===== config.mk =====
export PLATFORM = sky130hd
export DESIGN_NAME = spi_wp_unit
export DESIGN_NICKNAME = d
export VERILOG_FILES = /design/src/rtl/spi_wp_pkg.sv /design/src/rtl/spi_wp_sync.sv /design/src/rtl/spi_wp_cmd.sv /design/src/rtl/spi_wp_prot.sv /design/src/rtl/spi_wp_unit.sv
export SDC_FILE = /design/constraint.sdc
export NUM_CORES = 1
export LEC_CHECK = 0
export BUFFER_PORTS_ARGS = -buffer_cell sky130_fd_sc_hd__buf_4
export CAP_MARGIN = 5
export CORE_MARGIN = 2
export CORE_UTILIZATION = 58
export DETAILED_ROUTE_END_ITERATION = 16
export PLACE_DENSITY = 0.83
export RECOVER_POWER = 25
export SLEW_MARGIN = 20
export SYNTH_ARGS = -nofsm -noshare
export SYNTH_HDL_FRONTEND = slang
export SYNTH_SLANG_ARGS = --single-unit

===== constraint.sdc =====
create_clock -name clk -period 2.3 [get_ports clk]
set_input_delay 0.115 -clock clk [delete_from_list [all_inputs] [get_ports clk]]
set_output_delay 0.115 -clock clk [all_outputs]
set_load 0.005 [all_outputs]

===== src/rtl/spi_wp_pkg.sv =====
package spi_wp_pkg;
   localparam int          BYTE_W     = 8;
   localparam logic [7:0]  OPC_WRSR   = 8'h01;
   localparam logic [7:0]  OPC_WRITE  = 8'h02;
   localparam logic [7:0]  OPC_WRDI   = 8'h04;
   localparam logic [7:0]  OPC_RDSR   = 8'h05;
   localparam logic [7:0]  OPC_WREN   = 8'h06;

   typedef enum logic [1:0] {
      ZONE_NONE    = 2'b00,
      ZONE_QUARTER = 2'b01,
      ZONE_HALF    = 2'b10,
      ZONE_ALL     = 2'b11
   } zone_e;
endpackage


===== src/rtl/spi_wp_sync.sv =====
module spi_wp_sync #(
   parameter int STAGES = 2
) (
   input  logic clk,
   input  logic rst_n,
   input  logic cs_n,
   input  logic sck,
   input  logic mosi,
   input  logic wp_n,
   output logic cs_act,
   output logic cs_end,
   output logic sck_rise,
   output logic sck_fall,
   output logic mosi_s,
   output logic wp_s
);
   // bit order {cs_n, sck, mosi, wp_n}
   localparam logic [3:0] RST_VAL = 4'b1000;

   logic [STAGES-1:0][3:0] chain;
   logic [3:0]             last_q;
   logic [3:0]             last;

   generate
      if (STAGES < 2) begin : g_bad_stages
         $error("spi_wp_sync: STAGES must be at least 2");
      end
   endgenerate

   always_ff @(posedge clk or negedge rst_n) begin
      if (!rst_n) begin
         chain  <= {STAGES{RST_VAL}};
         last_q <= RST_VAL;
      end else begin
         chain  <= {chain[STAGES-2:0], {cs_n, sck, mosi, wp_n}};
         last_q <= chain[STAGES-1];
      end
   end

   assign last     = chain[STAGES-1];
   assign cs_act   = ~last[3];
   assign cs_end   = last[3] & ~last_q[3];
   assign sck_rise = last[2] & ~last_q[2];
   assign sck_fall = ~last[2] & last_q[2];
   assign mosi_s   = last[1];
   assign wp_s     = last[0];
endmodule


===== src/rtl/spi_wp_cmd.sv =====
module spi_wp_cmd
   import spi_wp_pkg::*;
(
   input  logic              clk,
   input  logic              rst_n,
   input  logic              cs_act,
   input  logic              sck_rise,
   input  logic              sck_fall,
   input  logic              mosi_s,
   input  logic [BYTE_W-1:0] status,
   output logic              wren_p,
   output logic              wrdi_p,
   output logic              wr_cycle,
   output logic              wrsr_hit,
   output logic              data_full,
   output logic [1:0]        new_bp,
   output logic              miso_bit
);
   localparam int CNT_MAX = 2 * BYTE_W;
   localparam int CNT_W   = $clog2(CNT_MAX + 1);

   logic [CNT_W-1:0]  cnt;
   logic [BYTE_W-1:0] rx, opc, tx;
   logic [BYTE_W-1:0] rx_nxt;
   logic              opc_vld, loaded;

   assign rx_nxt = {rx[BYTE_W-2:0], mosi_s};

   always_ff @(posedge clk or negedge rst_n) begin
      if (!rst_n) begin
         cnt       <= '0;
         rx        <= '0;
         opc       <= '0;
         tx        <= '0;
         opc_vld   <= 1'b0;
         loaded    <= 1'b0;
         data_full <= 1'b0;
         new_bp    <= 2'b00;
         wren_p    <= 1'b0;
         wrdi_p    <= 1'b0;
      end else begin
         wren_p <= 1'b0;
         wrdi_p <= 1'b0;
         if (!cs_act) begin
            cnt       <= '0;
            rx        <= '0;
            opc       <= '0;
            tx        <= '0;
            opc_vld   <= 1'b0;
            loaded    <= 1'b0;
            data_full <= 1'b0;
            new_bp    <= 2'b00;
         end else begin
            if (sck_rise) begin
               rx <= rx_nxt;
               if (cnt != CNT_W'(CNT_MAX)) cnt <= cnt + 1'b1;
               if (cnt == CNT_W'(BYTE_W - 1)) begin
                  opc     <= rx_nxt;
                  opc_vld <= 1'b1;
                  wren_p  <= (rx_nxt == OPC_WREN);
                  wrdi_p  <= (rx_nxt == OPC_WRDI);
               end
               if (cnt == CNT_W'(CNT_MAX - 1) && opc == OPC_WRSR) begin
                  new_bp    <= rx_nxt[3:2];
                  data_full <= 1'b1;
               end
            end
            if (sck_fall && opc_vld && opc == OPC_RDSR) begin
               if (!loaded) begin
                  tx     <= status;
                  loaded <= 1'b1;
               end else begin
                  tx <= {tx[BYTE_W-2:0], 1'b0};
               end
            end
         end
      end
   end

   assign wrsr_hit = opc_vld & (opc == OPC_WRSR);
   assign wr_cycle = opc_vld & ((opc == OPC_WRSR) | (opc == OPC_WRITE));
   assign miso_bit = tx[BYTE_W-1];
endmodule


===== src/rtl/spi_wp_prot.sv =====
module spi_wp_prot
   import spi_wp_pkg::*;
#(
   parameter int ADDR_W = 9
) (
   input  logic              clk,
   input  logic              rst_n,
   input  logic              wp_s,
   input  logic              cs_end,
   input  logic              wren_p,
   input  logic              wrdi_p,
   input  logic              wr_cycle,
   input  logic              wrsr_hit,
   input  logic              data_full,
   input  logic [1:0]        new_bp,
   input  logic [ADDR_W-1:0] chk_addr,
   input  logic              chk_stb,
   output logic              wel,
   output logic [1:0]        bp,
   output logic              wr_ok,
   output logic [BYTE_W-1:0] status
);
   localparam logic [ADDR_W-1:0] HALF_BASE    = ADDR_W'(1 << (ADDR_W - 1));
   localparam logic [ADDR_W-1:0] QUARTER_BASE = ADDR_W'((1 << (ADDR_W - 1)) + (1 << (ADDR_W - 2)));

   zone_e zone;
   logic  in_zone;
   logic  commit;

   assign commit = cs_end & wrsr_hit & data_full & wel & wp_s;

   always_ff @(posedge clk or negedge rst_n) begin
      if (!rst_n) begin
         wel <= 1'b0;
         bp  <= 2'b00;
      end else begin
         if (wren_p)                   wel <= 1'b1;
         else if (wrdi_p)              wel <= 1'b0;
         else if (cs_end && wr_cycle)  wel <= 1'b0;
         if (commit) bp <= new_bp;
      end
   end

   assign zone = zone_e'(bp);

   always_comb begin
      case (zone)
         ZONE_NONE:    in_zone = 1'b0;
         ZONE_QUARTER: in_zone = (chk_addr >= QUARTER_BASE);
         ZONE_HALF:    in_zone = (chk_addr >= HALF_BASE);
         default:      in_zone = 1'b1;
      endcase
   end

   assign wr_ok  = chk_stb & wel & wp_s & ~in_zone;
   assign status = {4'b0000, bp, wel, 1'b0};
endmodule


===== src/rtl/spi_wp_unit.sv =====
module spi_wp_unit
   import spi_wp_pkg::*;
#(
   parameter int ADDR_W      = 9,
   parameter int SYNC_STAGES = 2
) (
   input  logic              clk,
   input  logic              rst_n,
   input  logic              cs_n,
   input  logic              sck,
   input  logic              mosi,
   output logic              miso,
   output logic              miso_oe,
   input  logic              wp_n,
   input  logic [ADDR_W-1:0] chk_addr,
   input  logic              chk_stb,
   output logic              wr_ok
);
   generate
      if (ADDR_W < 2) begin : g_bad_addr
         $error("spi_wp_unit: ADDR_W must be at least 2");
      end
   endgenerate

   logic              cs_act, cs_end, sck_rise, sck_fall, mosi_s, wp_s;
   logic              wren_p, wrdi_p, wr_cycle, wrsr_hit, data_full;
   logic [1:0]        new_bp, bp;
   logic              wel, miso_bit;
   logic [BYTE_W-1:0] status;

   spi_wp_sync #(.STAGES(SYNC_STAGES)) sync_i (
      .clk(clk), .rst_n(rst_n), .cs_n(cs_n), .sck(sck), .mosi(mosi), .wp_n(wp_n),
      .cs_act(cs_act), .cs_end(cs_end), .sck_rise(sck_rise), .sck_fall(sck_fall),
      .mosi_s(mosi_s), .wp_s(wp_s)
   );

   spi_wp_cmd cmd_i (
      .clk(clk), .rst_n(rst_n), .cs_act(cs_act), .sck_rise(sck_rise),
      .sck_fall(sck_fall), .mosi_s(mosi_s), .status(status),
      .wren_p(wren_p), .wrdi_p(wrdi_p), .wr_cycle(wr_cycle), .wrsr_hit(wrsr_hit),
      .data_full(data_full), .new_bp(new_bp), .miso_bit(miso_bit)
   );

   spi_wp_prot #(.ADDR_W(ADDR_W)) prot_i (
      .clk(clk), .rst_n(rst_n), .wp_s(wp_s), .cs_end(cs_end), .wren_p(wren_p),
      .wrdi_p(wrdi_p), .wr_cycle(wr_cycle), .wrsr_hit(wrsr_hit),
      .data_full(data_full), .new_bp(new_bp), .chk_addr(chk_addr),
      .chk_stb(chk_stb), .wel(wel), .bp(bp), .wr_ok(wr_ok), .status(status)
   );

   assign miso_oe = cs_act;
   assign miso    = miso_bit & cs_act;
endmodule


==> summary.txt, run 1 <==
Placement
  – Post-placement cell count: 247
  – Number of port buffers: 11
  – Post-DP HPWL: 2.71 mm
  – Worst setup timing slack at the placement stage: 0.494 ns
  – Weighted congestion reported at the end of routability-driven placement: 0.788

Clocking
  – Total clock buffers created by CTS: 5
  – Clock Sinks: 47
  – TritonCTS clock tree: yes
  – Clk_lat worst skew: 0.38 ns
  – Clock-pin slew reported for the worst setup and hold paths after clock tree synthesis: ~0.15 ns
  – Buffers inserted during post-CTS setup optimization: 0
  – H-tree depth: 2
  – Largest buffer count on any clock path: 2
  – Root cell of the clock tree: sky130_fd_sc_hd__clkbuf_4

Global routing
  – Final global-route overflow total: 0
  – Global-route layer with the greatest usage: met2
  – Vias in the first global route: 1575
  – Overall routing resource usage: 22.8%
  – Met2 track utilization from global routing: between 30% and 40%
  – Global routing usage on met3: ~6.0%
  – Pin count of the biggest net entering global routing: 48
  – Initial antenna violation count: 0
  – Met1 Track Usage GR: between 20 and 30%
  – First-pass GRT wire length: 7.06 mm

Critical path
  – Worst setup path category: flop to primary output
  – Endpoint type of the worst setup path: primary output
  – Crit path buf inv count: 4
  – Most common cell on crit path: sky130_fd_sc_hd__buf_4
  – Cell with the largest stage delay on the worst path: sky130_fd_sc_hd__dfstp_2
  – Worst path cell trace: buf_4, clkinv_1, buf_4, buf_4
  – Family with the most delay on the worst path: buffers and inverters
  – Stage delay of the slowest cell on the critical path: just over 0.7 ns
  – Element type at the critical path start: flop
  – Critical path data arrival time: 1.83 ns
  – Max FO, Critical Path: 18
  – Crit path required time: between 2 and 2.5 ns

Die
  – Initial cell density of the core: 61.2%
  – Die width: between 60 and 70 um
  – Total core area: ~3400 um^2
  – Number of cell rows: 21
  – Ports placed on the boundary: 19
  – Die area: slightly above 4000 um^2
  – Y dimension of the die: 63.8 um

Outcome
  – Outcome: complete, no violations

Timing
  – Transition at the pin with the smallest max-transition slack: 1.10 ns
  – Final setup violation count: 0
  – Share of the cycle needed by the critical path after routing: 84.7%
  – Tightest slew margin relative to the limit: approximately 27%
  – Final critical-path required period: 1.95 ns
  – Minimum setup slack in the final design: 0.351 ns
  – Worst hold margin: 0.368 ns
  – Final Slew Violations: 0
  – Summed negative setup slack over all endpoints: 0 ns
  – RSZ-0062 raised after global routing: no
  – Final count of hold timing violations: 0
  – Fmax: roughly 0.51 GHz
  – Worst setup skew after layout: 0.0171 ns

Power and ir drop
  – Maximum resistive drop on vdd: between 0.5 and 0.6 mV
  – Combinational Power Share: 4.7%
  – Leakage power: just over 1 nW
  – Internal power component: roughly 1.1 mW
  – Net Switching: 0.333 mW
  – Net switching share of the total power: 23.2%
  – Proportion of power drawn by the clock network: 35.8%
  – Sequential power share: 59.4%
  – Power per unit of standard cell area: 609 nW/um^2

Finish
  – Ratio of cells with drive above 1 in the final layout: 17.8%
  – Number of antenna cells inserted: 0
  – Number of fill cells in the layout: 240
  – Layout overhead on the synthesized area: 13.5%
  – Area of combinational cells with multiple inputs: 830 um^2
  – Combined flip-flop and latch cell area: 1180 um^2
  – Post-route non-filler standard cell count: 260
  – Final core area utilization: just under 70%
  – Nets: 232

Detailed routing
  – Average wire length per cell after detail routing: 15.1 um
  – DRC violations left: 0
  – Number of vias per cell: 5.85
  – First drt pass iteration count: 4
  – Number of nets still failing antenna checks after routing: 0
  – Final Routed Wirelength: 3.93 mm
  – Via count: 1521
  – Iteration-0 DRC Markers: 79

Synth
  – Synthesized area per cell: 10.7 um^2
  – Syn nets: approximately 210
  – Number of distinct library cells after synthesis: 33
  – Yosys reg bits: 47
  – Netlist Area Pre-Place: 2070 um^2
  – Ys Warns: 0
  – Number of instances in the synthesized netlist: a little under 200
  – Seq/Total Area, Yosys: 56.9%

Run
  – Max-cap viol count: 0

Min path
  – Worst min-delay path class: flop to flop
[worst reg2reg max path: cells and delay by family (launching register included)]
kind	cells	cell delay, ns
flip-flops	1	0.42
buffers and inverters	1	0.21
multiplexers	1	0.20
AND/OR/NAND/NOR	2	0.91
[sequential cells by signal, summed over array words and instances, names as in the netlist]
| name | flops |
|---|---|
| cmd_i.cnt | 5 |
| cmd_i.data_full | 1 |
| cmd_i.loaded | 1 |
| cmd_i.new_bp | 2 |
| cmd_i.opc | 8 |
| cmd_i.opc_vld | 1 |
| cmd_i.rx | 7 |
| cmd_i.tx | 7 |
| cmd_i.wrdi_p | 1 |
| cmd_i.wren_p | 1 |
| prot_i.bp | 2 |
| prot_i.wel | 1 |
| sync_i.chain | 4 |
| sync_i.last | 4 |
| sync_i.last_q | 2 |
[layout by cell type (no fill, tap or decap), types with 2 or more instances in the layout]
master                          count
sky130_fd_sc_hd__nand2b_1           2
sky130_fd_sc_hd__nor4bb_1           3
sky130_fd_sc_hd__mux2_2             5
sky130_fd_sc_hd__o21ai_0           12
sky130_fd_sc_hd__nor2_1             5
sky130_fd_sc_hd__o21a_1             3
sky130_fd_sc_hd__nand4_1            3
sky130_fd_sc_hd__and3_1             2
sky130_fd_sc_hd__nand2_1           27
sky130_fd_sc_hd__dlygate4sd3_1      5
sky130_fd_sc_hd__dfrtp_1           44
sky130_fd_sc_hd__a21oi_1           21
sky130_fd_sc_hd__buf_4             12
sky130_fd_sc_hd__inv_1              6
sky130_fd_sc_hd__nand3_1           15
sky130_fd_sc_hd__nand4bb_1          2
sky130_fd_sc_hd__and3b_1            2
sky130_fd_sc_hd__mux2i_1            8
sky130_fd_sc_hd__clkbuf_4           9
sky130_fd_sc_hd__ha_1               3
sky130_fd_sc_hd__nor2b_1            2
sky130_fd_sc_hd__dfstp_2            3
sky130_fd_sc_hd__nor4_1             2
sky130_fd_sc_hd__or4_4              2
sky130_fd_sc_hd__and4_1             2
[final timing paths]
kind	start	endpoint	slack [ns]	cells past startpoint
setup / recovery	sync_i.last[3]	miso_oe	0.35	4
hold / removal	sync_i.chain[3]	sync_i.last[3]	0.37	0
setup reg to reg	cmd_i.opc[5]	cmd_i.tx[6]	0.50	4
hold reg to reg	sync_i.chain[3]	sync_i.last[3]	0.37	0
max in group asynchronous	rst_n	cmd_i.rx[3]	1.17	2
min in group asynchronous	rst_n	sync_i.chain[1]	0.46	2
[synthesized netlist by cell type]
cell	n	area, um^2
sky130_fd_sc_hd__a21oi_1	21	105
sky130_fd_sc_hd__nor4b_1	1	8.76
sky130_fd_sc_hd__mux2_4	1	15.0
sky130_fd_sc_hd__and3_1	2	12.5
sky130_fd_sc_hd__xor2_1	1	8.76
sky130_fd_sc_hd__inv_1	6	22.5
sky130_fd_sc_hd__nand3_1	15	75.1
sky130_fd_sc_hd__mux2_2	5	56.3
sky130_fd_sc_hd__a311oi_1	1	8.76
sky130_fd_sc_hd__nor4_1	2	12.5
sky130_fd_sc_hd__nor2b_1	2	12.5
sky130_fd_sc_hd__ha_1	3	37.5
sky130_fd_sc_hd__clkbuf_1	10	37.5
sky130_fd_sc_hd__nor4_4	1	21.3
sky130_fd_sc_hd__a31o_2	1	8.76
sky130_fd_sc_hd__dfrtp_1	44	1100
sky130_fd_sc_hd__nand4b_1	1	8.76
sky130_fd_sc_hd__clkinv_1	1	3.75
sky130_fd_sc_hd__o21ai_0	12	60.1
sky130_fd_sc_hd__nand2b_1	2	12.5
sky130_fd_sc_hd__or3_1	1	6.26
sky130_fd_sc_hd__and4_1	2	17.5
sky130_fd_sc_hd__nand2_1	27	101
sky130_fd_sc_hd__or4_4	2	22.5
sky130_fd_sc_hd__or4_1	1	7.51
sky130_fd_sc_hd__nor4bb_1	3	30.0
sky130_fd_sc_hd__o21a_1	3	22.5
sky130_fd_sc_hd__dfstp_2	3	78.8
sky130_fd_sc_hd__and3b_1	2	17.5
sky130_fd_sc_hd__nor2_1	5	18.8
sky130_fd_sc_hd__nand4bb_1	2	22.5
sky130_fd_sc_hd__nand4_1	3	18.8
sky130_fd_sc_hd__mux2i_1	8	80.1
[final cells by class]
cell class	count	share of cell area, %
clock inverters	3	2.02
flip-flops and latches	47	50.1
clock buffers	5	1.59
multi-input cells	130	35.2
well taps	46	2.45
inverters	7	1.12
repair buffers	22	7.44
[routing by layer]
metal	up-vias	share of wire, %
met5	-	0
met4	0	1.6
met3	7	4.0
met2	36	54
met1	751	41
li1	727	-
[per-stage QoR]
| step | cell area [um^2] | power, mW |
|---|---|---|
| 2_1_floorplan | 2070 | 0.890 |
| 3_3_place_gp | 2220 | 0.926 |
| 3_5_place_dp | 2220 | 0.929 |
| 4_1_cts | 2360 | 1.44 |
| 5_1_grt | 2350 | 1.49 |
| 6_report | 2350 | 1.43 |
[cells by family (layout without fill, tap and decap cells)]
group / Yosys count / in the layout / synth area share [%]
mux: 14 / 14 / 7.30
xor+xnor: 1 / 1 / 0.423
compound gates: 38 / 38 / 9.90
buf+inv: 17 / 37 / 3.08
flops: 47 / 47 / 56.9
fa+ha+maj: 3 / 3 / 1.81
simple gates: 74 / 74 / 20.6
[timing repair]
action                                 in CTS  in global routing
endpoints found under the hold margin      48                  0
setup endpoints to repair                   0                  0
resized for setup                           0                  0
hold buffers                                5                  0
[power by group through the flow]
stage	combinational (mW)	sequential, mW	clock [mW]
2_1_floorplan	0.0282	0.861	0
3_3_place_gp	0.0596	0.866	0
5_1_grt	0.0766	0.854	0.561
6_report	0.0676	0.852	0.514
3_5_place_dp	0.0625	0.867	0
4_1_cts	0.0694	0.852	0.518
Note: power is estimated with default switching activity, not from simulation.
==> run 2: changes to the inputs <==
Clock period 2.3 ns to 2 ns, I/O delays scaled along.
==> summary.txt, run 2 (synthesis gave the netlist of run 1 again) <==
Outcome
  – Outcome: complete, no violations (unchanged)

Min path
  – Hold Path End: sync_i.last[0] (was sync_i.last[3])
  – Worst min-delay path class: flop to flop (unchanged)
  – Min-delay src: sync_i.chain[0] (was sync_i.chain[3])
  – WHS Path Cells: 0 (unchanged)

Timing
  – Worst setup skew after layout: 0.0135 ns (was 0.0171 ns)
  – Share of the cycle needed by the critical path after routing: 90.6%
  – RSZ-0062 raised after global routing: no (unchanged)
  – Final Slew Violations: 0 (unchanged)
  – Final critical-path required period: 1.81 ns
  – Tightest slew margin relative to the limit: 26.8% (was 26.9%)
  – Worst hold margin: 0.371 ns (was 0.368 ns)
  – Summed negative setup slack over all endpoints: 0 ns (unchanged)
  – Fmax: 0.552 GHz
  – Final setup violation count: 0 (unchanged)
  – Final count of hold timing violations: 0 (unchanged)
  – Transition at the pin with the smallest max-transition slack: 1.10 ns (about the same)

Critical path
  – Most common cell on crit path: sky130_fd_sc_hd__ha_1 (was sky130_fd_sc_hd__buf_4)
  – Max FO, Critical Path: 4 (was 18)
  – R2R setup slack: 0.19 ns (was 0.50 ns)
  – Endpoint type of the worst setup path: flop (was primary output)
  – Cell with the largest stage delay on the worst path: sky130_fd_sc_hd__dfrtp_1 (was sky130_fd_sc_hd__dfstp_2)
  – Worst path cell trace: ha_1, and3_1, ha_1, and3b_1, and4_1, o21a_1 (was buf_4, clkinv_1, buf_4, buf_4)
  – Crit path required time: 2.26 ns (was 2.18 ns)
  – Crit path buf inv count: 0 (was 4)
  – Launch point of the worst reg-to-reg path: cmd_i.cnt[1] (was cmd_i.opc[5])
  – Family with the most delay on the worst path: simple AND/OR/NAND/NOR gates (was buffers and inverters)
  – Worst setup path category: flop to flop (was flop to primary output)
  – Worst R2R End: cmd_i.data_full (was cmd_i.tx[6])
  – Cell depth of the worst flop-to-flop path: 6 (was 4)
  – Element type at the critical path start: flop (unchanged)
  – Critical path data arrival time: 2.08 ns (was 1.83 ns)
  – Stage delay of the slowest cell on the critical path: 0.45 ns (was 0.71 ns)

Power and ir drop
  – Power per unit of standard cell area: 692 nW/um^2 (was 609 nW/um^2)
  – Maximum resistive drop on vdd: 0.533 mV (was 0.506 mV)
  – Power Total: 1.63 mW (was 1.43 mW)
  – Leakage power: 1.01 nW (about the same)

Global routing
  – Initial antenna violation count: 0 (unchanged)
  – Vias in the first global route: 1598 (was 1575)
  – Pin count of the biggest net entering global routing: 48 (unchanged)
  – Final global-route overflow total: 0 (unchanged)
  – First-pass GRT wire length: 6.83 mm (was 7.06 mm)
  – Overall routing resource usage: 22.1% (was 22.8%)

Clocking
  – Largest buffer count on any clock path: 2 (unchanged)
  – H-tree depth: 2 (unchanged)
  – Clk_lat worst skew: 0.37 ns (was 0.38 ns)
  – Root cell of the clock tree: sky130_fd_sc_hd__clkbuf_4 (unchanged)
  – TritonCTS clock tree: yes (unchanged)
  – Clock Sinks: 47 (unchanged)
  – Total clock buffers created by CTS: 5 (unchanged)
  – Buffers inserted during post-CTS setup optimization: 0 (unchanged)
  – Clock-pin slew reported for the worst setup and hold paths after clock tree synthesis: 0.14 ns (was 0.15 ns)

Detailed routing
  – Average wire length per cell after detail routing: 15.4 um (was 15.1 um)
  – Number of nets still failing antenna checks after routing: 0 (unchanged)
  – Number of vias per cell: 5.88 (was 5.85)
  – First drt pass iteration count: 5 (was 4)
  – Final Routed Wirelength: 4.01 mm (was 3.93 mm)
  – DRC violations left: 0 (unchanged)
  – Via count: 1528 (was 1521)
  – Iteration-0 DRC Markers: 63 (was 79)

Die
  – Die area: 4070 um^2 (unchanged)
  – Die width: 63.8 um (unchanged)
  – Ports placed on the boundary: 19 (unchanged)
  – Number of cell rows: 21 (unchanged)
  – Initial cell density of the core: 61.2% (unchanged)
  – Y dimension of the die: 63.8 um (unchanged)
  – Total core area: 3390 um^2 (unchanged)

Placement
  – Weighted congestion reported at the end of routability-driven placement: 0.806 (was 0.788)
  – Post-DP HPWL: 2.78 mm (was 2.71 mm)
  – Total cell area at the placement stage: 2220 um^2 (unchanged)
  – Number of port buffers: 11 (unchanged)

Finish
  – Layout overhead on the synthesized area: 13.3% (was 13.5%)
  – Top register by number of flip-flops: cmd_i.opc (unchanged)
  – Number of fill cells in the layout: 256 (was 240)
  – Most frequent standard cell in the layout excluding fill and tap cells: sky130_fd_sc_hd__dfrtp_1 (unchanged)
  – Ratio of cells with drive above 1 in the final layout: 17.8% (unchanged)
  – Nets: 232 (unchanged)
  – Commonest non-fill, non-tap cells in the layout: sky130_fd_sc_hd__dfrtp_1 (44), sky130_fd_sc_hd__nand2_1 (27), sky130_fd_sc_hd__a21oi_1 (21) (unchanged)
  – Max reg flops: 8 (unchanged)
  – Cell area after layout: 2350 um^2 (about the same)
  – Largest registers: cmd_i.opc: 8 flops, cmd_i.rx: 7 flops, cmd_i.tx: 7 flops (unchanged)
  – Number of antenna cells inserted: 0 (unchanged)

Run
  – Max-cap viol count: 0 (unchanged)
## run 2: cell types whose count changed in the layout (fill, tap and decap cells not counted), sizes merged
| cell | previous run | this run |
|---|---|---|
| inv | 7 | 6 |
| clkinv | 2 | 3 |
## run 2: worst max path at each step
stage                             from         endpoint  depth (start not counted)
final                     cmd_i.cnt[1]  cmd_i.data_full                          6
after global routing      cmd_i.cnt[0]  cmd_i.data_full                          6
after CTS                 cmd_i.cnt[1]  cmd_i.data_full                          6
after detailed placement  cmd_i.opc[5]      cmd_i.tx[5]                          4
after global placement    cmd_i.opc[5]      cmd_i.tx[2]                          3
after floorplan           cmd_i.opc[5]      cmd_i.tx[7]                          3
## run 2: metrics by stage
| stage | utilization (%) | std cells | setup WS (ns) |
|---|---|---|---|
| 3_5_place_dp | 65.5 | 247 | 0.229 |
| 6_report | 69.3 | 260 | 0.189 |
| 5_1_grt | 69.3 | 260 | 0.136 |
| 4_1_cts | 69.4 | 260 | 0.211 |
| 3_3_place_gp | 65.5 | 247 | 0.275 |
| 2_1_floorplan | - | 194 | 0.169 |
## run 2: routing by layer
layer  vias up  global-route usage [%]  wire (um)
met5         -                       0          0
met2        34                    38.2       2090
met4         0                    13.0        150
met1       751                    24.9       1650
li1        726                       -          -
met3        17                    5.11        119
## run 2: power breakdown
part	total [mW]	internal, mW	leakage (nW)	switching, mW
sequential	0.981	0.966	0.629	0.0144
combinational	0.0772	0.0292	0.334	0.0480
clock	0.568	0.263	0.0452	0.304
## run 2: final cells by class
cell class              instances  area [um^2]  area share, %
well taps                      46         57.6           2.45
inverters                       7         26.3           1.12
clock buffers                   5         37.5           1.60
repair buffers                 22          175           7.45
clock inverters                 3         43.8           1.86
multi-input cells             130          830           35.3
flip-flops and latches         47         1180           50.2
## run 2: repair_timing
action,CTS,global route
resized for setup,0,0
hold buffers,5,0
endpoints found under the hold margin,48,0
